<file path="config.mk">
export PLATFORM = sky130hd
export DESIGN_NAME = lsbf_sar_seq
export DESIGN_NICKNAME = d
export VERILOG_FILES = /design/src/rtl/lsbf_sar_pkg.sv /design/src/rtl/lsbf_sar_fsm.sv /design/src/rtl/lsbf_sar_code.sv /design/src/rtl/lsbf_sar_count.sv /design/src/rtl/lsbf_sar_seq.sv
export SDC_FILE = /design/constraint.sdc
export NUM_CORES = 1
export LEC_CHECK = 0
export BUFFER_PORTS_ARGS = -buffer_cell sky130_fd_sc_hd__buf_2
export CORE_MARGIN = 5
export CORE_UTILIZATION = 39
export CTS_BUF_LIST = sky130_fd_sc_hd__clkbuf_16
export DETAILED_ROUTE_END_ITERATION = 12
export PLACE_DENSITY_LB_ADDON = 0.05
export SLEW_MARGIN = 10
export SYNTH_ARGS = -nofsm -noshare
export SYNTH_HDL_FRONTEND = slang
export SYNTH_HIERARCHICAL = 1
export SYNTH_SLANG_ARGS = --single-unit
</file>
<file path="constraint.sdc">
create_clock -name clk -period 2.9 [get_ports clk]
set_input_delay 0 -clock clk [delete_from_list [all_inputs] [get_ports clk]]
set_output_delay 0 -clock clk [all_outputs]
set_load 0.02 [all_outputs]
</file>
<file path="src/rtl/lsbf_sar_pkg.sv">
package lsbf_sar_pkg;

    typedef enum logic [2:0] {
        S_IDLE,
        S_SAMPLE,
        S_INIT_LO,
        S_INIT_HI,
        S_GROW,
        S_REFINE,
        S_PURGE
    } seq_state_t;

endpackage

</file>
<file path="src/rtl/lsbf_sar_fsm.sv">
module lsbf_sar_fsm
    import lsbf_sar_pkg::*;
#(
    parameter int N     = 10,
    parameter int IDX_W = $clog2(N)
) (
    input  logic             clk,
    input  logic             rst_n,
    input  logic             start,
    input  logic             cmp,
    input  logic             dir_i,
    output logic             load,
    output logic             set_dir,
    output logic             commit,
    output logic             cnt_inc,
    output logic             walk,
    output logic             wr0_en,
    output logic [IDX_W-1:0] wr0_idx,
    output logic             wr0_val,
    output logic             wr1_en,
    output logic [IDX_W-1:0] wr1_idx,
    output logic             wr1_val,
    output logic             sample,
    output logic             dac_en,
    output logic             purge,
    output logic             done
);

    localparam logic [IDX_W-1:0] TOP_IDX = IDX_W'(N - 1);

    seq_state_t       state_q, state_d;
    logic [IDX_W-1:0] idx_q, idx_d;
    logic             overshoot;

    // Overshoot (GROW) and keep (REFINE) share one test: comparator equals direction.
    assign overshoot = (cmp == dir_i);

    // State and bit index register.
    always_ff @(posedge clk or negedge rst_n) begin
        if (!rst_n) begin
            state_q <= S_IDLE;
            idx_q   <= '0;
        end else begin
            state_q <= state_d;
            idx_q   <= idx_d;
        end
    end

    // Next state, index and code-update commands.
    always_comb begin
        state_d = state_q;
        idx_d   = idx_q;
        load    = 1'b0;
        set_dir = 1'b0;
        commit  = 1'b0;
        cnt_inc = 1'b0;
        wr0_en  = 1'b0;
        wr0_idx = '0;
        wr0_val = 1'b0;
        wr1_en  = 1'b0;
        wr1_idx = '0;
        wr1_val = 1'b0;
        unique case (state_q)
            S_IDLE: begin
                if (start) begin
                    load    = 1'b1;
                    state_d = S_SAMPLE;
                end
            end
            S_SAMPLE: begin
                state_d = S_INIT_LO;
            end
            S_INIT_LO: begin
                cnt_inc = 1'b1;
                if (cmp) begin
                    // guess above input: step downward starting at bit 0
                    wr0_en  = 1'b1;
                    wr0_idx = '0;
                    wr0_val = dir_i;
                    idx_d   = '0;
                    state_d = S_GROW;
                end else begin
                    set_dir = 1'b1;
                    state_d = S_INIT_HI;
                end
            end
            S_INIT_HI: begin
                cnt_inc = 1'b1;
                if (cmp) begin
                    commit  = 1'b1;
                    state_d = S_PURGE;
                end else begin
                    wr0_en  = 1'b1;
                    wr0_idx = '0;
                    wr0_val = dir_i;
                    idx_d   = '0;
                    state_d = S_GROW;
                end
            end
            S_GROW: begin
                cnt_inc = 1'b1;
                if (overshoot) begin
                    if (idx_q == '0) begin
                        commit  = 1'b1;
                        state_d = S_PURGE;
                    end else begin
                        wr0_en  = 1'b1;
                        wr0_idx = idx_q - 1'b1;
                        wr0_val = ~dir_i;
                        idx_d   = idx_q - 1'b1;
                        state_d = S_REFINE;
                    end
                end else if (idx_q == TOP_IDX) begin
                    commit  = 1'b1;
                    state_d = S_PURGE;
                end else begin
                    wr0_en  = 1'b1;
                    wr0_idx = idx_q + 1'b1;
                    wr0_val = dir_i;
                    idx_d   = idx_q + 1'b1;
                end
            end
            S_REFINE: begin
                cnt_inc = 1'b1;
                if (!overshoot) begin
                    // trial rejected: put the bit back
                    wr0_en  = 1'b1;
                    wr0_idx = idx_q;
                    wr0_val = dir_i;
                end
                if (idx_q == '0) begin
                    commit  = 1'b1;
                    state_d = S_PURGE;
                end else begin
                    wr1_en  = 1'b1;
                    wr1_idx = idx_q - 1'b1;
                    wr1_val = ~dir_i;
                    idx_d   = idx_q - 1'b1;
                end
            end
            S_PURGE: begin
                state_d = S_IDLE;
            end
            default: state_d = S_IDLE;
        endcase
    end

    // Port-level controls decoded from the state.
    always_comb begin
        sample = 1'b0;
        dac_en = 1'b0;
        purge  = 1'b0;
        done   = 1'b0;
        walk   = 1'b0;
        unique case (state_q)
            S_IDLE:    ;
            S_SAMPLE:  begin sample = 1'b1; dac_en = 1'b1; end
            S_INIT_LO: dac_en = 1'b1;
            S_INIT_HI: dac_en = 1'b1;
            S_GROW:    begin dac_en = 1'b1; walk = 1'b1; end
            S_REFINE:  begin dac_en = 1'b1; walk = 1'b1; end
            S_PURGE:   begin purge = 1'b1; done = 1'b1; end
            default:   ;
        endcase
    end

    // Walking past the top bit without an overshoot cannot happen with a consistent comparator.
    assert_grow_top_R5: assert property (@(posedge clk) disable iff (!rst_n)
        (state_q == S_GROW && idx_q == TOP_IDX) |-> overshoot);

    // done lasts a single cycle.
    assert_done_single_R8: assert property (@(posedge clk) disable iff (!rst_n)
        done |=> !done);

    // Sampling is followed by a bitcycle, never a second sample cycle.
    assert_sample_once_R2: assert property (@(posedge clk) disable iff (!rst_n)
        sample |=> (dac_en && !sample));

endmodule

</file>
<file path="src/rtl/lsbf_sar_code.sv">
module lsbf_sar_code #(
    parameter int N     = 10,
    parameter int IDX_W = $clog2(N)
) (
    input  logic             clk,
    input  logic             rst_n,
    input  logic             load,
    input  logic             set_dir,
    input  logic             commit,
    input  logic             walk,
    input  logic             wr0_en,
    input  logic [IDX_W-1:0] wr0_idx,
    input  logic             wr0_val,
    input  logic             wr1_en,
    input  logic [IDX_W-1:0] wr1_idx,
    input  logic             wr1_val,
    output logic [N-1:0]     code_q,
    output logic             dir_q,
    output logic [N-1:0]     result_q
);

    localparam logic [N-1:0] MID = N'((1 << (N - 1)) - 1);

    logic [N-1:0] code_d;

    // Per-bit update: second port has priority, then first, else hold.
    for (genvar b = 0; b < N; b++) begin : g_bit
        always_comb begin
            if (wr1_en && wr1_idx == IDX_W'(b))
                code_d[b] = wr1_val;
            else if (wr0_en && wr0_idx == IDX_W'(b))
                code_d[b] = wr0_val;
            else
                code_d[b] = code_q[b];
        end
    end

    always_ff @(posedge clk or negedge rst_n) begin
        if (!rst_n) begin
            code_q   <= '0;
            dir_q    <= 1'b0;
            result_q <= MID;
        end else begin
            if (load) begin
                code_q <= result_q;
                dir_q  <= 1'b0;
            end else begin
                code_q <= code_d;
                if (set_dir)
                    dir_q <= 1'b1;
            end
            if (commit)
                result_q <= code_d;
        end
    end

    // The first bitcycle shows the stored previous result on the lower edge.
    assert_guess_load_R2: assert property (@(posedge clk) disable iff (!rst_n)
        load |=> (code_q == $past(result_q) && !dir_q));

    // Direction frozen while walking outward and back.
    assert_dir_steady_R10: assert property (@(posedge clk) disable iff (!rst_n)
        (walk && $past(walk)) |-> $stable(dir_q));

endmodule

</file>
<file path="src/rtl/lsbf_sar_count.sv">
module lsbf_sar_count #(
    parameter int N     = 10,
    parameter int CNT_W = $clog2(2 * N + 2)
) (
    input  logic             clk,
    input  logic             rst_n,
    input  logic             clr,
    input  logic             inc,
    input  logic             commit,
    output logic [CNT_W-1:0] bitcycles_q
);

    localparam logic [CNT_W-1:0] MAX_BC = CNT_W'(2 * N + 1);

    logic [CNT_W-1:0] cnt_q;

    always_ff @(posedge clk or negedge rst_n) begin
        if (!rst_n) begin
            cnt_q       <= '0;
            bitcycles_q <= '0;
        end else begin
            if (clr)
                cnt_q <= '0;
            else if (inc)
                cnt_q <= cnt_q + 1'b1;
            if (commit)
                bitcycles_q <= cnt_q + 1'b1;
        end
    end

    assert_count_bound_R7: assert property (@(posedge clk) disable iff (!rst_n)
        commit |=> (bitcycles_q >= CNT_W'(2) && bitcycles_q <= MAX_BC));

endmodule

</file>
<file path="src/rtl/lsbf_sar_seq.sv">
module lsbf_sar_seq #(
    parameter int N     = 10,
    parameter int IDX_W = $clog2(N),
    parameter int CNT_W = $clog2(2 * N + 2)
) (
    input  logic             clk,
    input  logic             rst_n,
    input  logic             start,
    input  logic             cmp,
    output logic [N-1:0]     dac_code,
    output logic             dac_dir,
    output logic             sample,
    output logic             dac_en,
    output logic             purge,
    output logic             done,
    output logic [N-1:0]     result,
    output logic [CNT_W-1:0] bitcycles
);

    logic             load, set_dir, commit, cnt_inc, walk;
    logic             wr0_en, wr0_val, wr1_en, wr1_val;
    logic [IDX_W-1:0] wr0_idx, wr1_idx;

    lsbf_sar_fsm #(.N(N), .IDX_W(IDX_W)) u_fsm (
        .clk     (clk),
        .rst_n   (rst_n),
        .start   (start),
        .cmp     (cmp),
        .dir_i   (dac_dir),
        .load    (load),
        .set_dir (set_dir),
        .commit  (commit),
        .cnt_inc (cnt_inc),
        .walk    (walk),
        .wr0_en  (wr0_en),
        .wr0_idx (wr0_idx),
        .wr0_val (wr0_val),
        .wr1_en  (wr1_en),
        .wr1_idx (wr1_idx),
        .wr1_val (wr1_val),
        .sample  (sample),
        .dac_en  (dac_en),
        .purge   (purge),
        .done    (done)
    );

    lsbf_sar_code #(.N(N), .IDX_W(IDX_W)) u_code (
        .clk      (clk),
        .rst_n    (rst_n),
        .load     (load),
        .set_dir  (set_dir),
        .commit   (commit),
        .walk     (walk),
        .wr0_en   (wr0_en),
        .wr0_idx  (wr0_idx),
        .wr0_val  (wr0_val),
        .wr1_en   (wr1_en),
        .wr1_idx  (wr1_idx),
        .wr1_val  (wr1_val),
        .code_q   (dac_code),
        .dir_q    (dac_dir),
        .result_q (result)
    );

    lsbf_sar_count #(.N(N), .CNT_W(CNT_W)) u_count (
        .clk         (clk),
        .rst_n       (rst_n),
        .clr         (load),
        .inc         (cnt_inc),
        .commit      (commit),
        .bitcycles_q (bitcycles)
    );

    // A purge cycle never drives the DAC.
    assert_purge_off_R8: assert property (@(posedge clk) disable iff (!rst_n)
        purge |-> (!dac_en && done));

endmodule

</file>
==> run_results.csv, run 1 <==
group,metric,value,unit
clock_tree,clk_latency,0.28,ns
logic_synthesis,synth_nets,326,
timing,clock.fmax,0.361,GHz
timing,setup_slack,0.127,ns
power,peakVddDrop,392,uV
floorplan,die_area,0.00894,mm2
clock_tree,clockRootBuffer,"clkbuf_16",
timing,finalSetupViolations,0,
route,vias,2542,
worst_hold_path,hp-start,"cmp",
floorplan,ioPinCount,34,
place,pre_cts_ws,0.0128,ns
timing,finalHoldViolCount,0,
place,dp_hpwl,5610,um
global_routing,antenna_found_initial,0,
setup_path,crit_arrival,2.92,ns
timing,drv_slew,0,
clock_tree,clkTransAtPathRegs,0.06,ns
power,power.density,1060,mW/mm2
logic_synthesis,synth_cell_types,72,
logic_synthesis,synth_ff_type,"dfrtp_1",
logic_synthesis,synth_top_area_cell,"dfrtp_1",
layout,syn_to_final_growth,22.5,%
logic_synthesis,synth-async-reset-ratio,100,%
route,wl_per_cell,16.4,um
floorplan,initial_core_util,40.6,%
layout,antenna_cells,0,
timing,clock_skew,0.00258,ns
timing,worst_pin_slew,0.886,ns
setup_path,crit_required,3.05,ns
setup_path,crit_path_start,"u_code/dir_q",
global_routing,grt_pass1_vias,2383,
logic_synthesis,synth.top_cell.area_share,26.0,%
layout,final_nets,378,
floorplan,die_h,94.5,um
setup_path,end_kind,"flip-flop",
logic_synthesis,synth_cells,313,
route,vias_per_cell,5.50,
place,gp_congestion,0.874,
setup_path,cp-start-kind,"flip-flop",
logic_synthesis,synth-seq-cells,38,
setup_path,cp_cell_sequence,"ha_4 -> buf_12 -> nor2b_1 -> a311oi_2 -> nor2_1 -> a32o_1 -> or2_4 -> or3_1 -> a222oi_1 -> o31ai_1",
logic_synthesis,syn-cell-area,0.00279,mm2
route,drt_wl_total,7570,um
layout,drive_gt1_share,30.6,%
route,firstDrtPassIters,6,
route,ant_nets,0,
setup_path,path_max_fanout,15,
global_routing,track_usage,17.3,%
setup_path,max_stage_delay,0.40,ns
setup_path,cp_slowest_cell,"dfrtp_1",
status,status,"completed",
global_routing,overflow,0,
clock_tree,clock_sinks,38,
timing,grt_setup_unrepaired,"false",
floorplan,core-area,0.00687,mm2
job,maxCapViolations,0,
place,port_buffers,33,
clock_tree,tritoncts,"built",
route,post-route-drc-count,0,
power,total_leakage_power,1.45,nW
timing,relSlewSlack,40.9,%
logic_synthesis,syn_area_per_cell,8.91,um2
worst_hold_path,hold_path.class,"in -> reg",
route,drtIter0Drc,132,
power,total_power,3.62,mW
setup_path,rr_startpoint,"u_code/dir_q",
logic_synthesis,ys_warn_count,6,
logic_synthesis,synth_area_leaders,"dfrtp_1, dfstp_2, o22ai_1",
timing,fin_crit_sh,95.6,%
clock_tree,cts_buffers,5,
floorplan,fp.dieW,94.5,um
floorplan,rows,30,
logic_synthesis,synth.most_common_cell,"dfrtp_1",
setup_path,criticalPathCategory,"reg -> reg",
logic_synthesis,synth_edf_count,0,
global_routing,grt_max_degree,39,
timing,period_needed,2.77,ns
logic_synthesis,yosys-top-cells-count,"dfrtp_1, nor2_1, inv_1, o22ai_1, o21ai_0",
timing,fin_tns_setup,0,ns
global_routing,grt_first_pass_wirelength,12200,um
clock_tree,htree_levels,2,
timing,hold_ws,0.127,ns
logic_synthesis,ys_seq_area_share,34.5,%
clock_tree,ctsLongestPathBuffers,2,
==> worst max-delay path: cells and delay by family (launching register included) <==
kind | cells | cell delay [ns]
buf+inv | 1 | 0.14
compound gates | 4 | 1.01
simple gates | 4 | 0.76
fa+ha+maj | 1 | 0.32
flops | 1 | 0.40
==> metal layers <==
layer  vias to the layer above  routed length, um  track usage [%]
li1                       1264                  -                -
met1                      1212               3780             25.1
met2                        61               3360             27.1
met3                         5                370             2.95
met4                         0                 50             3.61
met5                         -                  0                0
==> per-stage QoR <==
| step | area [um2] | util (%) | cells |
|---|---|---|---|
| 2_1_floorplan | 2790 | - | 313 |
| 3_3_place_gp | 3200 | 46.6 | 452 |
| 3_5_place_dp | 3200 | 46.6 | 452 |
| 4_1_cts | 3360 | 48.9 | 461 |
| 5_1_grt | 3410 | 49.7 | 462 |
| 6_report | 3410 | 49.7 | 462 |
==> what timing repair did <==
item,CTS,global route
setup endpoints to repair,2,17
setup buffers,0,1
endpoints found under the hold margin,29,0
gates cloned,0,0
hold buffers,1,0
resized for setup,2,11
pin swaps,0,6
==> state kept, by name (all words and copies together) (netlist names) <==
name and cells:
u_count/bitcycles_q 5, u_fsm/state_q 3, u_code/code_q 10, u_code/result_q 10, u_fsm/idx_q 4, u_code/dir_q 1
u_count/cnt_q 5
==> layout by cell type, fill, tap and decap left out, types with 7 or more instances in the layout <==
| cell type | netlist | routed |
|---|---|---|
| buf_2 | 10 | 33 |
| buf_4 | 2 | 31 |
| nor2_1 | 28 | 28 |
| dfrtp_1 | 29 | 27 |
| o22ai_1 | 19 | 19 |
| inv_1 | 19 | 18 |
| o21ai_0 | 16 | 16 |
| nand2_1 | 13 | 13 |
| a21oi_1 | 13 | 11 |
| nand2b_1 | 11 | 10 |
| nor3_1 | 9 | 9 |
| dfstp_2 | 9 | 9 |
| mux2i_1 | 7 | 7 |
==> path summary, 6_finish.rpt <==
check / end / slack, ns / cells past startpoint
worst max-delay path: u_code/code_q[0] / 0.13 / 10
worst min-delay path: u_fsm/state_q[1] / 0.13 / 4
worst max register to register: u_code/code_q[0] / 0.13 / 10
worst min register to register: u_count/bitcycles_q[1] / 0.49 / 1
max in group asynchronous: u_fsm/idx_q[0] / 1.90 / 2
min in group asynchronous: u_code/dir_q / 0.37 / 2
==> power by group <==
part           leakage [nW]  internal [mW]  switching (mW)
logic                 0.933          0.874            1.20
registers             0.455          0.815           0.206
clock network        0.0672          0.314           0.214
==> layout make-up <==
class | instances | area (um2)
inverter | 22 | 82.6
clock buffer | 5 | 125
clock inverter | 3 | 16.3
tap | 96 | 120
fill | 679 | 3450
timing repair buffer | 66 | 428
multi-input combinational | 232 | 1680
sequential | 38 | 965
==> cell families (layout without fill, tap and decap cells) <==
family / after synthesis / count (layout) / synth area share (%)
AOI/OAI and AO/OA: 89 / 89 / 22.5
xor gates and xnor gates: 9 / 9 / 2.83
adders and majority gates: 9 / 9 / 4.04
buffers and inverters: 43 / 96 / 7.05
DFF: 38 / 38 / 34.5
muxes: 8 / 8 / 2.92
and+or+nand+nor: 117 / 117 / 26.1
No activity file was read; power rests on OpenSTA's default activity.
==> run 2, diff against run 1 <==
--- a/config.mk
+++ b/config.mk
@@ -5,13 +5,13 @@
 export SDC_FILE = /design/constraint.sdc
 export NUM_CORES = 1
 export LEC_CHECK = 0
-export BUFFER_PORTS_ARGS = -buffer_cell sky130_fd_sc_hd__buf_2
+export BUFFER_PORTS_ARGS = -buffer_cell sky130_fd_sc_hd__buf_4
 export CORE_MARGIN = 5
 export CORE_UTILIZATION = 39
 export CTS_BUF_LIST = sky130_fd_sc_hd__clkbuf_16
 export DETAILED_ROUTE_END_ITERATION = 12
 export PLACE_DENSITY_LB_ADDON = 0.05
-export SLEW_MARGIN = 10
+export SLEW_MARGIN = 5
 export SYNTH_ARGS = -nofsm -noshare
 export SYNTH_HDL_FRONTEND = slang
 export SYNTH_HIERARCHICAL = 1
==> run 2 against run 1 <==
Effect of this change:
- via count grew 1.7%
- non-clock buffer count is 4 lower
- register-to-register slack gained 0.05 ns
- critical path type unchanged
- largest power group unchanged
==> run_results.csv, run 2 (synthesized netlist as in run 1, its figures left out) <==
group,metric,value,unit
clock_tree,htree_levels,2,
route,wl_per_cell,16.6,um
timing,hold_ws,0.119,ns
job,maxCapViolations,0,
power,switching_share,43.9,%
power,switching_power,1.63,mW
route,vias_per_cell,5.64,
floorplan,fp.dieW,94.5,um
layout,syn_to_final_growth,24.3,%
layout,final_cell_mix,"buf_4, nor2_1, dfrtp_1",
layout,drive_gt1_share,29.6,%
setup_path,crit_arrival,2.88,ns
floorplan,die_area,0.00894,mm2
setup_path,cp-start-kind,"flip-flop",
timing,finalSetupViolations,0,
power,seq_power_share,27.4,%
global_routing,overflow,0,
route,vias,2585,
layout,layout_commonest_cell,"buf_4",
layout,fillCellCount,659,
setup_path,criticalPathCategory,"reg -> reg",
timing,clock_skew,0.00463,ns
setup_path,path_max_fanout,7,
clock_tree,clock_sinks,38,
clock_tree,tritoncts,"built",
global_routing,antenna_found_initial,0,
setup_path,reg2reg_depth,14,
worst_hold_path,hp-start,"cmp",
floorplan,core-area,0.00687,mm2
setup_path,end_kind,"flip-flop",
route,drt_wl_total,7580,um
setup_path,rr_startpoint,"u_fsm/idx_q[0]",
setup_path,r2r-end,"u_code/code_q[4]",
floorplan,die_h,94.5,um
global_routing,grt_max_degree,39,
timing,clock.fmax,0.367,GHz
route,firstDrtPassIters,4,
layout,finalInstanceArea,0.00347,mm2
power,peakVddDrop,341,uV
power,total_power,3.71,mW
floorplan,rows,30,
floorplan,initial_core_util,40.6,%
timing,finalHoldViolCount,0,
timing,period_needed,2.72,ns
place,dp_hpwl,5500,um
timing,relSlewSlack,66.2,%
power,p_int,2.08,mW
power,power.density,1070,mW/mm2
floorplan,ioPinCount,34,
route,drtIter0Drc,156,
layout,antenna_cells,0,
global_routing,grt_pass1_vias,2536,
place,pre_cts_ws,0.0154,ns
setup_path,crit_required,3.06,ns
clock_tree,clkTransAtPathRegs,0.06,ns
clock_tree,clk_latency,0.28,ns
status,status,"completed",
place,placed_area,0.00325,mm2
power,clkPwrFrac,14.3,%
clock_tree,ctsLongestPathBuffers,2,
layout,largestRegisters,"u_code/code_q: 10 flops, u_code/result_q: 10 flops",
worst_hold_path,hold_path.class,"in -> reg",
timing,setup_slack,0.175,ns
global_routing,track_usage,18.0,%
global_routing,grt_first_pass_wirelength,12900,um
layout,final_nets,374,
worst_hold_path,holdPathStages,4,
place,port_buffers,33,
setup_path,worst-r2r-setup-slack,0.18,ns
timing,fin_crit_sh,94.0,%
clock_tree,cts_buffers,5,
place,gp_congestion,0.819,
power,comb_power_share,58.3,%
route,ant_nets,0,
timing,drv_slew,0,
route,post-route-drc-count,0,
worst_hold_path,min_to,"u_fsm/state_q[1]",
timing,worst_pin_slew,0.507,ns
clock_tree,clockRootBuffer,"clkbuf_16",
power,total_leakage_power,1.45,nW
[run 2: layer usage]
layer / routed length (um) / part of all wire [%] / global-route usage [%] / vias to the layer above
met5: 0 / 0 / 0 / -
met4: 32 / 0.42 / 2.76 / 0
met3: 405 / 5.3 / 3.19 / 4
met2: 3500 / 46 / 28.8 / 65
met1: 3650 / 48 / 25.7 / 1261
li1: - / - / - / 1255
[run 2: area by class of cell]
cell class,instances,area [um2],share of cell area (%)
multi-input cells,232,1680,48.4
flip-flops and latches,38,965,27.8
repair buffers,62,480,13.9
clock buffers,5,125,3.61
well taps,96,120,3.47
inverters,22,82.6,2.38
clock inverters,3,16.3,0.469
[run 2: repair_timing]
action | 4_1_cts | 5_1_grt
setup endpoints to repair | 1 | 16
hold buffers | 1 | 0
pin swaps | 0 | 3
endpoints found under the hold margin | 29 | 0
gates resized for setup | 1 | 12
setup buffers | 0 | 2
[run 2: worst max-delay path: stages, from the launching register on]
cell	delay (ns)
dfrtp_2	0.45
inv_2	0.10
ha_4	0.16
nor3b_4	0.24
inv_2	0.06
ha_1	0.20
nand2_1	0.07
o31a_1	0.12
o22a_1	0.12
nor2_1	0.06
nand2b_1	0.19
or3_1	0.36
a222oi_1	0.24
buf_4	0.18
o31ai_1	0.06
[run 2: power groups by stage]
stage          logic (mW)  clock network [mW]  registers, mW
6_report             2.16               0.532           1.02
5_1_grt              2.38               0.572           1.05
4_1_cts              2.12               0.549           1.02
3_5_place_dp         2.11                   0           1.02
3_3_place_gp         2.10                   0           1.02
2_1_floorplan        1.20                   0           1.20
[run 2: worst max-delay path by stage]
stage	startpoint	end	slack, ns	depth (start not counted)
floorplan	u_fsm/idx_q[0]	u_code/code_q[4]	0.02	11
global placement	u_fsm/idx_q[0]	u_code/code_q[1]	0.09	13
detailed placement	u_fsm/idx_q[0]	u_code/code_q[4]	0.02	10
CTS	u_fsm/idx_q[0]	u_code/code_q[4]	0.005	13
global route	u_fsm/idx_q[0]	u_code/code_q[4]	-0.02	14
finish	u_fsm/idx_q[0]	u_code/code_q[4]	0.18	14
[run 2: per-stage QoR]
stage | utilization, % | TNS, ns | std cells
after floorplan | - | 0 | 313
after global placement | 47.3 | 0 | 447
after detailed placement | 47.3 | 0 | 447
after CTS | 49.6 | 0 | 456
after global routing | 50.5 | -0.0170 | 458
final | 50.5 | 0 | 458
